$ cat src/rtl/sar_chain_pkg.sv
package sar_chain_pkg;

    localparam int unsigned CHAIN_LEN = 10;
    localparam int unsigned GAP_POS   = 1;
    localparam int unsigned MODE_W    = 2;

    typedef enum logic [1:0] {
        RES_FULL  = 2'd0,
        RES_TRIM1 = 2'd1,
        RES_TRIM2 = 2'd2
    } res_e;

    typedef struct packed {
        res_e res;
        logic illegal;
    } mode_dec_t;

    function automatic mode_dec_t decode_mode(input logic [MODE_W-1:0] code);
        mode_dec_t d;
        d.illegal = 1'b0;
        unique case (code)
            2'b00:   d.res = RES_FULL;
            2'b01:   d.res = RES_TRIM1;
            2'b10:   d.res = RES_TRIM2;
            default: begin
                d.res     = RES_FULL;
                d.illegal = 1'b1;
            end
        endcase
        return d;
    endfunction

    function automatic logic cell_used(input res_e r, input int unsigned idx,
                                       input int unsigned gap);
        logic u;
        unique case (r)
            RES_TRIM2: u = !((idx == gap) || (idx == gap + 1));
            RES_TRIM1: u = (idx != gap + 1);
            default:   u = 1'b1;
        endcase
        return u;
    endfunction

endpackage

$ cat src/rtl/sar_mode_ctl.sv
module sar_mode_ctl
    import sar_chain_pkg::*;
#(
    parameter int unsigned N_CELLS = CHAIN_LEN,
    parameter int unsigned GAP     = GAP_POS
) (
    input  logic                clk,
    input  logic                rst,
    input  logic                start_i,
    input  logic [MODE_W-1:0]   mode_i,
    output logic [N_CELLS-1:0]  used_o,
    output logic                err_o
);
    mode_dec_t dec_now;
    res_e      res_q;
    logic      err_q;

    assign dec_now = decode_mode(mode_i);

    always_ff @(posedge clk) begin
        if (rst) begin
            res_q <= RES_FULL;
            err_q <= 1'b0;
        end else if (start_i) begin
            res_q <= dec_now.res;
            err_q <= err_q | dec_now.illegal;
        end
    end

    for (genvar k = 0; k < N_CELLS; k++) begin : g_used
        assign used_o[k] = cell_used(res_q, k, GAP);
    end

    assign err_o = err_q;

    AST_ERR_STICKY: assert property (@(posedge clk) disable iff (rst)
        err_q |=> err_q);
    AST_ERR_SET: assert property (@(posedge clk) disable iff (rst)
        (start_i && mode_i == 2'b11) |=> err_q);
    AST_MODE_HELD: assert property (@(posedge clk) disable iff (rst)
        !start_i |=> $stable(used_o));
    AST_ENDS_USED: assert property (@(posedge clk) disable iff (rst)
        used_o[0] && used_o[N_CELLS-1]);
endmodule

$ cat src/rtl/sar_bit_cell.sv
module sar_bit_cell #(
    parameter bit IS_HEAD = 1'b0
) (
    input  logic clk,
    input  logic rst,
    input  logic load_i,
    input  logic strobe_i,
    input  logic used_i,
    input  logic hop_i,
    input  logic dec_i,
    output logic tok_o,
    output logic bit_o,
    output logic hop_o
);
    logic tok_q;
    logic bit_q;

    always_ff @(posedge clk) begin
        if (rst) begin
            tok_q <= 1'b0;
            bit_q <= 1'b0;
        end else if (load_i) begin
            tok_q <= IS_HEAD;
            bit_q <= 1'b0;
        end else if (strobe_i) begin
            if (tok_q) begin
                bit_q <= dec_i;
            end
            tok_q <= used_i & hop_i;
        end
    end

    assign tok_o = tok_q;
    assign bit_o = bit_q;
    assign hop_o = tok_q & strobe_i;

    AST_SKIPPED_IDLE: assert property (@(posedge clk) disable iff (rst)
        !used_i |-> (!tok_q && !bit_q));
    AST_CAPTURE: assert property (@(posedge clk) disable iff (rst)
        (tok_q && strobe_i && !load_i) |=> (bit_q == $past(dec_i)));
endmodule

$ cat src/rtl/sar_bit_chain.sv
module sar_bit_chain
    import sar_chain_pkg::*;
#(
    parameter int unsigned N_CELLS = CHAIN_LEN,
    parameter int unsigned GAP     = GAP_POS
) (
    input  logic               clk,
    input  logic               rst,
    input  logic [MODE_W-1:0]  mode_i,
    input  logic               start_i,
    input  logic               strobe_i,
    input  logic               dec_i,
    output logic [N_CELLS-1:0] active_o,
    output logic [N_CELLS-1:0] bits_o,
    output logic               eoc_o,
    output logic               mode_err_o
);
    localparam int unsigned LAST = N_CELLS - 1;

    logic [N_CELLS-1:0] used;
    logic [N_CELLS-1:0] hop;
    logic [N_CELLS-1:0] carry;
    logic               eoc_q;

    sar_mode_ctl #(.N_CELLS(N_CELLS), .GAP(GAP)) u_mode (
        .clk     (clk),
        .rst     (rst),
        .start_i (start_i),
        .mode_i  (mode_i),
        .used_o  (used),
        .err_o   (mode_err_o)
    );

    for (genvar k = 0; k < N_CELLS; k++) begin : g_cell
        logic hop_in;
        if (k == 0) begin : g_head
            assign hop_in   = 1'b0;
            assign carry[k] = hop[k];
        end else begin : g_body
            assign hop_in   = carry[k-1];
            // a skipped cell forwards the arriving hop unchanged
            assign carry[k] = used[k] ? hop[k] : carry[k-1];
        end

        sar_bit_cell #(.IS_HEAD(k == 0)) u_cell (
            .clk      (clk),
            .rst      (rst),
            .load_i   (start_i),
            .strobe_i (strobe_i),
            .used_i   (used[k]),
            .hop_i    (hop_in),
            .dec_i    (dec_i),
            .tok_o    (active_o[k]),
            .bit_o    (bits_o[k]),
            .hop_o    (hop[k])
        );
    end

    always_ff @(posedge clk) begin
        if (rst) begin
            eoc_q <= 1'b0;
        end else begin
            eoc_q <= !start_i && strobe_i && active_o[LAST];
        end
    end

    assign eoc_o = eoc_q;

    AST_ONE_TOKEN: assert property (@(posedge clk) disable iff (rst)
        $onehot0(active_o));
    AST_START_HEAD: assert property (@(posedge clk) disable iff (rst)
        start_i |=> (active_o == N_CELLS'(1) && bits_o == '0));
    AST_IDLE_HOLD: assert property (@(posedge clk) disable iff (rst)
        (!start_i && !strobe_i) |=> ($stable(active_o) && $stable(bits_o)));
    AST_EOC_PULSE: assert property (@(posedge clk) disable iff (rst)
        eoc_o |=> !eoc_o);
    AST_EOC_CAUSE: assert property (@(posedge clk) disable iff (rst)
        eoc_o |-> (active_o == '0 && $past(active_o[LAST] && strobe_i)));
endmodule

$ cat config.mk
export PLATFORM = sky130hd
export DESIGN_NAME = sar_bit_chain
export DESIGN_NICKNAME = d
export VERILOG_FILES = /design/src/rtl/sar_chain_pkg.sv /design/src/rtl/sar_mode_ctl.sv /design/src/rtl/sar_bit_cell.sv /design/src/rtl/sar_bit_chain.sv
export SDC_FILE = /design/constraint.sdc
export NUM_CORES = 1
export LEC_CHECK = 0
export ABC_AREA = 0
export ABC_CLOCK_PERIOD_IN_PS = 1400
export CAP_MARGIN = 20
export CORE_ASPECT_RATIO = 0.6
export CORE_MARGIN = 2
export CORE_UTILIZATION = 47
export DETAILED_ROUTE_END_ITERATION = 8
export PLACE_DENSITY = 0.87
export SLEW_MARGIN = 20
export SYNTH_ARGS = -nofsm -noshare
export SYNTH_HDL_FRONTEND = slang
export SYNTH_SLANG_ARGS = --single-unit
$ cat constraint.sdc
create_clock -name clk -period 1.4 [get_ports clk]
set_input_delay 0.21 -clock clk [delete_from_list [all_inputs] [get_ports clk]]
set_output_delay 0.21 -clock clk [all_outputs]
set_load 0.02 [all_outputs]
==> results of run 1 <==
state kept, by name, summed over array words and instances (netlist names):
register,count
g_cell.u_cell.tok_o,10
g_cell.u_cell.bit_o,10
eoc_o,1
u_mode.err_o,1
u_mode.res_q,2
stage by stage:
step,util [%],total power (uW),cells,setup slack [ns]
floorplan,-,783,126,0.243
global placement,58.8,822,163,0.0704
detailed placement,58.8,826,163,0.0152
CTS,60.8,1420,167,0.000507
global route,60.9,1460,167,0.0543
finish,60.9,1410,167,0.119
how the worst min path moves through the flow:
| stage | endpoint | depth (start not counted) | slack, ns |
|---|---|---|---|
| 4_1_cts | g_cell[5].u_cell.bit_o | 2 | 0.48 |
| 3_5_place_dp | g_cell[2].u_cell.bit_o | 2 | 0.47 |
| 6_report | g_cell[2].u_cell.bit_o | 2 | 0.48 |
| 3_3_place_gp | u_mode.err_o | 2 | 0.45 |
| 2_1_floorplan | u_mode.res_q[0] | 1 | 0.28 |
| 5_1_grt | g_cell[5].u_cell.bit_o | 2 | 0.50 |
critical path, stage by stage (launching register included):
cell      delay, ns
dfxtp_1        0.33
inv_1          0.06
ha_1           0.18
mux2_2         0.36
o211ai_2       0.15
a21oi_2        0.07
metal layers:
metal,GRT usage (%),share of wire (%),vias to the layer above
li1,-,-,419
met1,20.3,43,388
met2,29.5,48,30
met3,5.96,7.7,4
met4,4.90,0.64,0
met5,0,0,-
power breakdown:
group          internal (uW)  switching [uW]
sequential               690            6.34
combinational           47.9            62.5
clock                    383             222
total                   1120             291
kinds of logic (layout without fill, tap and decap cells):
| logic type | after synthesis | in the layout |
|---|---|---|
| flip-flops | 24 | 24 |
| multiplexers | 1 | 1 |
| buffers and inverters | 27 | 38 |
| AO/OA/AOI/OAI | 24 | 24 |
| adder cells (fa/ha/maj) | 1 | 1 |
| AND/OR/NAND/NOR | 49 | 49 |
what timing repair did:
action,CTS,global route
setup endpoints to repair,21,1
hold endpoints to repair,0,0
gates resized for setup,21,1
setup buffers,0,0
final cells by class:
type                            instances  area [um2]
Clock buffer                            3        41.3
Clock inverter                          1        30.0
Fill cell                             208         865
Inverter                                2        7.51
Multi-Input combinational cell         75         452
Sequential cell                        24         480
Tap cell                               30        37.5
Timing Repair Buffer                   32         299
layout by cell type, fill, tap and decap left out, types with 3 or more instances in the layout:
| master | n |
|---|---|
| nand2_1 | 28 |
| dfxtp_1 | 24 |
| dlygate4sd2_1 | 21 |
| a21oi_2 | 18 |
| nand3_1 | 11 |
| clkdlybuf4s50_1 | 6 |
| nand2b_1 | 3 |
| a21oi_1 | 3 |
| clkbuf_8 | 3 |
| buf_4 | 3 |
==> results.md, run 1 <==
* Setup crit start: u_mode.res_q[0]
* Die W at 67.3 um
* Main combinational cell family by area after synthesis: simple AND/OR/NAND/NOR gates
* Post-synthesis cell type count at 22
* Ys async rst share at 0%
* Synth Flop Type: dfxtp_1
* Syn_nets at 134
* Sequential share of the synthesized area at 42.6%
* Final wirelength at 2.18 mm
* Synth top area cells: dfxtp_1, a21oi_2, buf_4
* Slew Limit Fails at 0
* Hold_buf cts at 0
* DRT iter0 DRCs at 31
* Clock-pin slew on the worst setup and hold paths at 0.07 ns
* Root buffer cell: clkbuf_8
* Drt drc at 0
* CTS tree: yes
* Pre-antenna DRT Iters at 4
* Drt wl/cell at 13.0 um
* Reg2Reg Capture Point: g_cell[3].u_cell.tok_o
* Cts bufs inserted at 3
* Post-Synth Adder-Cell Area at 1.11%
* PwrDens at 1050 nW/um2
* First-pass GRT wire length at 3.61 mm
* Antenna-violating nets left at 0
* Compound-Gate Fraction of Synth Area at 17.7%
* Number of cell rows at 13
* Setup CP Type: flop to flop
* # diodes at 0
* Mux contribution to synthesized area at 0.998%
* Clk sinks at 24
* Worst-margin pin slew at 0.370 ns
* Yosys reg bits at 24
* Max Clk Rate at 781 MHz
* FF-to-FF Start: u_mode.res_q[0]
* Initial core utilization at 51.0%
* Synth Area in XOR/XNOR at 0%
* Synth Area in Simple Gates at 20.2%
* Max cap viols at 0
* Peak supply drop at 0.000860 V
* Vias per Instance at 5.04
* Setup violations, final at 0
* I/O pin count at 29
* DP HPWL at 1.61 mm
* Cell taking the most area after synthesis: dfxtp_1
* Number of synthesized flops with an enable pin at 0
* RePlAce Congestion at 0.790
* Synthesized cell area at 1130 um2
* Core area at 2210 um2
* Clock buffer depth at 2
* Maximum fanout along the worst path at 2
* Hold_sp: g_cell[2].u_cell.bit_o
* Final period utilization at 91.5%
* Gr usage total at 17.3%
* Vias in the first global route at 793
* Reg2Reg Depth at 5
* Share of layout cells above drive strength 1 at 23.4%
* Clk_lat worst skew at 0.27 ns
* Syn Inst Count at 126
* Net count, final at 146
* Initial antenna violation count at 0
* Synth-to-Final Area Change at 19.4%
* Clk_skew at 0.0138 ns
* Largest net degree at the start of global routing at 21
* Design Area, Final at 1350 um2
* Total number of vias at 841
* Top cells by count, synth: nand2_1, dfxtp_1, buf_4
* Cell with the most instances after synthesis: nand2_1
* H-tree Lvls at 1
* R2R setup slack at 0.12 ns
* Post-synth top area share at 42.6%
* Syn. warnings at 0
* Die area at 2820 um2
* Placed cell area at 1300 um2
* Die Ht at 42.0 um
* Unrepaired setup endpoints after global routing: false
* Grt ovf at 0
* CP Capture Type: flop
* Worst Hold Class: flop to flop
* Startpoint Class: flop
* Min Hold Slack at 0.475 ns
* PortBufs at 28
* Leakage at 0.000543 uW
* Data arrival, critical path at 1.43 ns
* Worst Setup EP: g_cell[3].u_cell.tok_o
* Final Hold Violating Endpoints at 0
* Crit path required time at 1.54 ns
* Syn avg cell area at 8.96 um2
* Status: complete, no violations
* Fin crit period at 1.28 ns
* Slew Limit Headroom at 75.3%
* Setup TNS Final at 0 ns
(Power assumes the default switching activity.)
==> inputs of run 2 (changes only) <==
--- a/config.mk
+++ b/config.mk
@@ -8,9 +8,10 @@
 export ABC_AREA = 0
 export ABC_CLOCK_PERIOD_IN_PS = 1400
 export CAP_MARGIN = 20
+export CELL_PAD_IN_SITES_DETAIL_PLACEMENT = 0
+export CELL_PAD_IN_SITES_GLOBAL_PLACEMENT = 1
 export CORE_ASPECT_RATIO = 0.6
-export CORE_MARGIN = 2
-export CORE_UTILIZATION = 47
+export CORE_UTILIZATION = 35
 export DETAILED_ROUTE_END_ITERATION = 8
 export PLACE_DENSITY = 0.87
 export SLEW_MARGIN = 20
==> run 2 against run 1 <==
First-iteration DRC count is 23% higher; sequential power is essentially flat; via count down 2.0%; sequential share of layout area increased by 0.37 points; utilization fell by 16 points; clock power fell by 23%; critical path type unchanged; global-route usage is 3.9 points lower; critical endpoint unchanged; total power fell by 10%.
==> results.md, run 2 (synthesis results as in run 1) <==
* H-tree Lvls at 1
* Maximum fanout along the worst path at 2
* Share of layout cells above drive strength 1 at 23.4%
* Setup ws final at 0.156 ns
* Most common cell after layout, fill and taps aside: nand2_1
* Slew Limit Headroom at 75.1%
* Initial core utilization at 38.1%
* Final Power at 1270 uW
* Gr usage total at 13.4%
* DP Worst Slack at 0.0503 ns
* Worst-margin pin slew at 0.372 ns
* I/O pin count at 29
* Unrepaired setup endpoints after global routing: false
* First-pass GRT wire length at 3.36 mm
* Antenna-violating nets left at 0
* Post-CTS Setup Bufs at 0
* Most frequent cells in the layout: nand2_1, dfxtp_1, dlygate4sd2_1, a21oi_2, nand3_1
* Die area at 3460 um2
* Reg2Reg Capture Point: g_cell[3].u_cell.tok_o
* Hold_sp: g_cell[1].u_cell.bit_o
* Data arrival, critical path at 1.39 ns
* Reg2Reg Depth at 5
* Cts bufs inserted at 3
* CTS tree: yes
* Multi-input gate area at 452 um2
* Final period utilization at 88.8%
* Clock-pin slew on the worst setup and hold paths at 0.08 ns
* Final Hold Violating Endpoints at 0
* Initial antenna violation count at 0
* Leakage at 0.000531 uW
* Largest net degree at the start of global routing at 21
* Drt drc at 0
* PwrDens at 952 nW/um2
* Clk sinks at 24
* RePlAce Congestion at 0.780
* Status: complete, no violations
* Vias per Instance at 4.60
* Fin crit period at 1.24 ns
* Final wirelength at 2.06 mm
* Fill cells at 316
* # diodes at 0
* WHS Endpoint: g_cell[1].u_cell.bit_o
* Worst Hold Class: flop to flop
* Max Clk Rate at 804 MHz
* CP max stage delay at 0.36 ns
* Startpoint Class: flop
* Grt ovf at 0
* Clk_lat worst skew at 0.26 ns
* PortBufs at 28
* Max cap viols at 0
* DRT iter0 DRCs at 38
* Synth-to-Final Area Change at 18.2%
* Die W at 75.3 um
* Setup violations, final at 0
* # placed instances at 175
* Pre-antenna DRT Iters at 4
* Final cell count without fillers at 179
* CP Capture Type: flop
* Drt wl/cell at 11.5 um
* Core area at 2970 um2
* Net count, final at 146
* Hold Path Stages at 2
* Critical Path, Cell by Cell: inv_1 > ha_1 > mux2_2 > o211ai_2 > a21oi_2
* Root buffer cell: clkbuf_8
* Slew Limit Fails at 0
* FF-to-FF Start: u_mode.res_q[0]
* Register area at 480 um2
* DP HPWL at 1.50 mm
* Clk_skew at 0.00316 ns
* Setup CP Type: flop to flop
* Crit path required time at 1.54 ns
* Number of cell rows at 15
* Peak supply drop at 0.000490 V
* Setup TNS Final at 0 ns
* R2R setup slack at 0.16 ns
* Clock buffer depth at 2
* Total number of vias at 824
* Vias in the first global route at 723
* Die Ht at 46.0 um
* Slowest-stage cell, CP: mux2_2
## run 2: cell count changes in the layout (fill, tap and decap cells not counted), sizes merged
| cell | previous run | this run |
|---|---|---|
| clkbuf | 3 | 4 |
| bufinv | 1 | 0 |
## run 2: per-stage QoR
stage               hold WS, ns  utilization [%]  area, um2
global placement          0.455             43.9       1300
CTS                       0.473             44.9       1330
global route              0.485             45.0       1330
detailed placement        0.459             43.9       1300
finish                    0.471             45.0       1330
floorplan                 0.279                -       1130
## run 2: what timing repair did
item                                    4_1_cts  5_1_grt
endpoints found under the setup margin       21        1
hold endpoints to repair                      0        0
gates resized for setup                      21        1
hold buffers                                  0        0
## run 2: worst max-delay path, delay by kind of cell, from the launching register on
kind	cells	cell delay (ns)
multiplexers	1	0.36
flip-flops	1	0.32
AO/OA/AOI/OAI	2	0.22
adder cells (fa/ha/maj)	1	0.16
buffers and inverters	1	0.05
## run 2: final cells by class
cell class                      instances  area share, %
Sequential cell                        24           36.0
Tap cell                               42           3.94
Inverter                                2          0.563
Clock buffer                            4           4.13
Timing Repair Buffer                   32           21.5
Multi-Input combinational cell         75           33.9
## run 2: metal layers
layer	global-route usage, %	up-vias	wire [um]
li1	-	422	-
met5	0	-	0
met1	18.2	380	1070
met4	3.33	0	10
met2	19.5	20	847
met3	5.75	2	133
## run 2: report_power, final
part	switching [uW]	total [uW]	leakage (uW)	internal, uW
Clock	216	467	0.0000288	251
Sequential	6.20	696	0.000194	690
Combinational	62.9	107	0.000308	44.3
## run 2: worst max-delay path by stage
stage                                from                endpoint  depth (start not counted)
after CTS                           eoc_o                   eoc_o                          1
after global placement           strobe_i  g_cell[1].u_cell.tok_o                          5
after global routing      u_mode.res_q[0]  g_cell[3].u_cell.tok_o                          5
after detailed placement         strobe_i  g_cell[1].u_cell.tok_o                          5
after floorplan           u_mode.res_q[0]  g_cell[3].u_cell.tok_o                          5
final                     u_mode.res_q[0]  g_cell[3].u_cell.tok_o                          5
==> inputs of run 3 (changes only) <==
--- a/config.mk
+++ b/config.mk
@@ -6,15 +6,16 @@
 export NUM_CORES = 1
 export LEC_CHECK = 0
 export ABC_AREA = 0
-export ABC_CLOCK_PERIOD_IN_PS = 1400
+export ABC_CLOCK_PERIOD_IN_PS = 1500
 export CAP_MARGIN = 20
 export CELL_PAD_IN_SITES_DETAIL_PLACEMENT = 0
 export CELL_PAD_IN_SITES_GLOBAL_PLACEMENT = 1
 export CORE_ASPECT_RATIO = 0.6
-export CORE_UTILIZATION = 35
+export CORE_UTILIZATION = 40
 export DETAILED_ROUTE_END_ITERATION = 8
-export PLACE_DENSITY = 0.87
+export PLACE_DENSITY = 0.93
 export SLEW_MARGIN = 20
 export SYNTH_ARGS = -nofsm -noshare
 export SYNTH_HDL_FRONTEND = slang
+export SYNTH_HIERARCHICAL = 1
 export SYNTH_SLANG_ARGS = --single-unit
==> constraint.sdc (replaced) <==
create_clock -name clk -period 1.5 [get_ports clk]
set_input_delay 0.225 -clock clk [delete_from_list [all_inputs] [get_ports clk]]
set_output_delay 0.225 -clock clk [all_outputs]
set_load 0.02 [all_outputs]
==> run 3 against run 2 <==
Sequential share of layout area decreased by 10 points; total power is 12% higher; flip-flop and latch count is the same; largest power group unchanged; clock power grew 22%; critical path type is now flop to output pin.
==> results.md, run 3 <==
* Maximum fanout along the worst path at 2
* Clock-pin slew on the worst setup and hold paths at 0.09 ns
* Data arrival, critical path at 1.23 ns
* Setup TNS Final at 0 ns
* Setup CP Type: flop to output pin
* PortBufs at 28
* Drt drc at 0
* Grt ovf at 0
* Final period utilization at 96.7%
* Cts bufs inserted at 3
* Net count, final at 201
* Synth-to-Final Area Change at 41.9%
* Post-CTS Setup Bufs at 0
* RePlAce Congestion at 0.830
* Final wirelength at 3.13 mm
* Syn Inst Count at 143
* H-tree Lvls at 1
* Peak supply drop at 0.000664 V
* Root buffer cell: clkbuf_8
* Share of layout cells above drive strength 1 at 24.5%
* Worst path top cell family by delay: buffers and inverters
* DRT iter0 DRCs at 45
* CP Capture Type: output pin
* Largest net degree at the start of global routing at 27
* Clock buffer depth at 2
* Startpoint Class: flop
* Initial core utilization at 43.9%
* Most common cell after layout, fill and taps aside: dfxtp_1
* Status: complete, no violations
* Syn. warnings at 6
* Die area at 3530 um2
* Most frequent cells in the layout: dfxtp_1, nand3_1, clkdlybuf4s50_1, buf_4, nand2b_1
* Clk_skew at 0.00247 ns
* # diodes at 0
* Min Hold Slack at 0.484 ns
* Max Clk Rate at 690 MHz
* M1 WL at 1.50 mm
* Core area at 3000 um2
* Hold_buf cts at 0
* Setup violations, final at 0
* Unrepaired setup endpoints after global routing: false
* Vias in the first global route at 1099
* Antenna-violating nets left at 0
* Worst Hold Class: flop to flop
* Slowest-stage cell, CP: clkdlybuf4s50_1
* Critical Path, Cell by Cell: clkdlybuf4s50_1
* Max cap viols at 0
* Crit path required time at 1.27 ns
* Metal2 WL at 1.45 mm
* CP Buf/Inv Count at 1
* PwrDens at 762 nW/um2
* Gr usage total at 19.4%
* Vias per Instance at 5.02
* Synthesized cell area at 1320 um2
* Final Power at 1430 uW
* First-pass GRT wire length at 5.20 mm
* Die Ht at 46.5 um
* DP HPWL at 2.13 mm
* Met3 Wirelength at 153 um
* Leakage at 0.000772 uW
* Slew Limit Fails at 0
* Die W at 76.1 um
* Initial antenna violation count at 0
* Uppermost layer routed: met4
* Final core utilization at 62.3%
* Clk sinks at 24
* Fin crit period at 1.45 ns
* Final Hold Violating Endpoints at 0
* Number of cell rows at 15
* Pre-antenna DRT Iters at 4
* Clk_lat worst skew at 0.27 ns
* Syn avg cell area at 9.21 um2
* Drt wl/cell at 13.4 um
* CTS tree: yes
* CP max stage delay at 0.61 ns
* I/O pin count at 29
* Total number of vias at 1175
[run 3: what timing repair did]
item                       CTS  global route
gates cloned                 0             1
pin swaps                    0             1
resized for setup           10             8
setup endpoints to repair   10             8
[run 3: cell type report]
class                      instances  area [um2]
fill                             266        1130
timing repair buffer              46         439
sequential                        24         480
tap                               42        52.6
multi-input combinational        113         807
inverter                           5        18.8
clock buffer                       3        41.3
clock inverter                     1        30.0
[run 3: path summary, 6_finish.rpt]
check | from | end | slack (ns) | depth (start not counted)
worst max-delay path | g_cell[5].u_cell/bit_o | bits_o[5] | 0.05 | 1
worst min-delay path | u_mode/err_o | u_mode/err_o | 0.48 | 2
worst max register to register | u_mode/res_q[0] | g_cell[3].u_cell/tok_o | 0.11 | 8
worst min register to register | u_mode/err_o | u_mode/err_o | 0.48 | 2
[run 3: metrics by stage]
stage / area, um2 / std cells / worst slack [ns]
final: 1870 / 234 / 0.0498
after global routing: 1870 / 234 / 0.00234
after CTS: 1830 / 233 / 0.0327
after detailed placement: 1770 / 229 / -0.237
after global placement: 1770 / 229 / -0.209
after floorplan: 1340 / 150 / 0.156
[run 3: power breakdown]
part	total [uW]	switching, uW	internal, uW	leakage [uW]
sequential	653	7.78	645	0.000194
clock	570	213	357	0.0000357
combinational	202	109	92.5	0.000542
total	1430	330	1090	0.000772
[run 3: routing by layer]
layer	GRT usage, %	up-vias
li1	-	604
met4	5.77	0
met1	23.8	543
met2	33.3	26
met5	0	-
met3	6.53	2
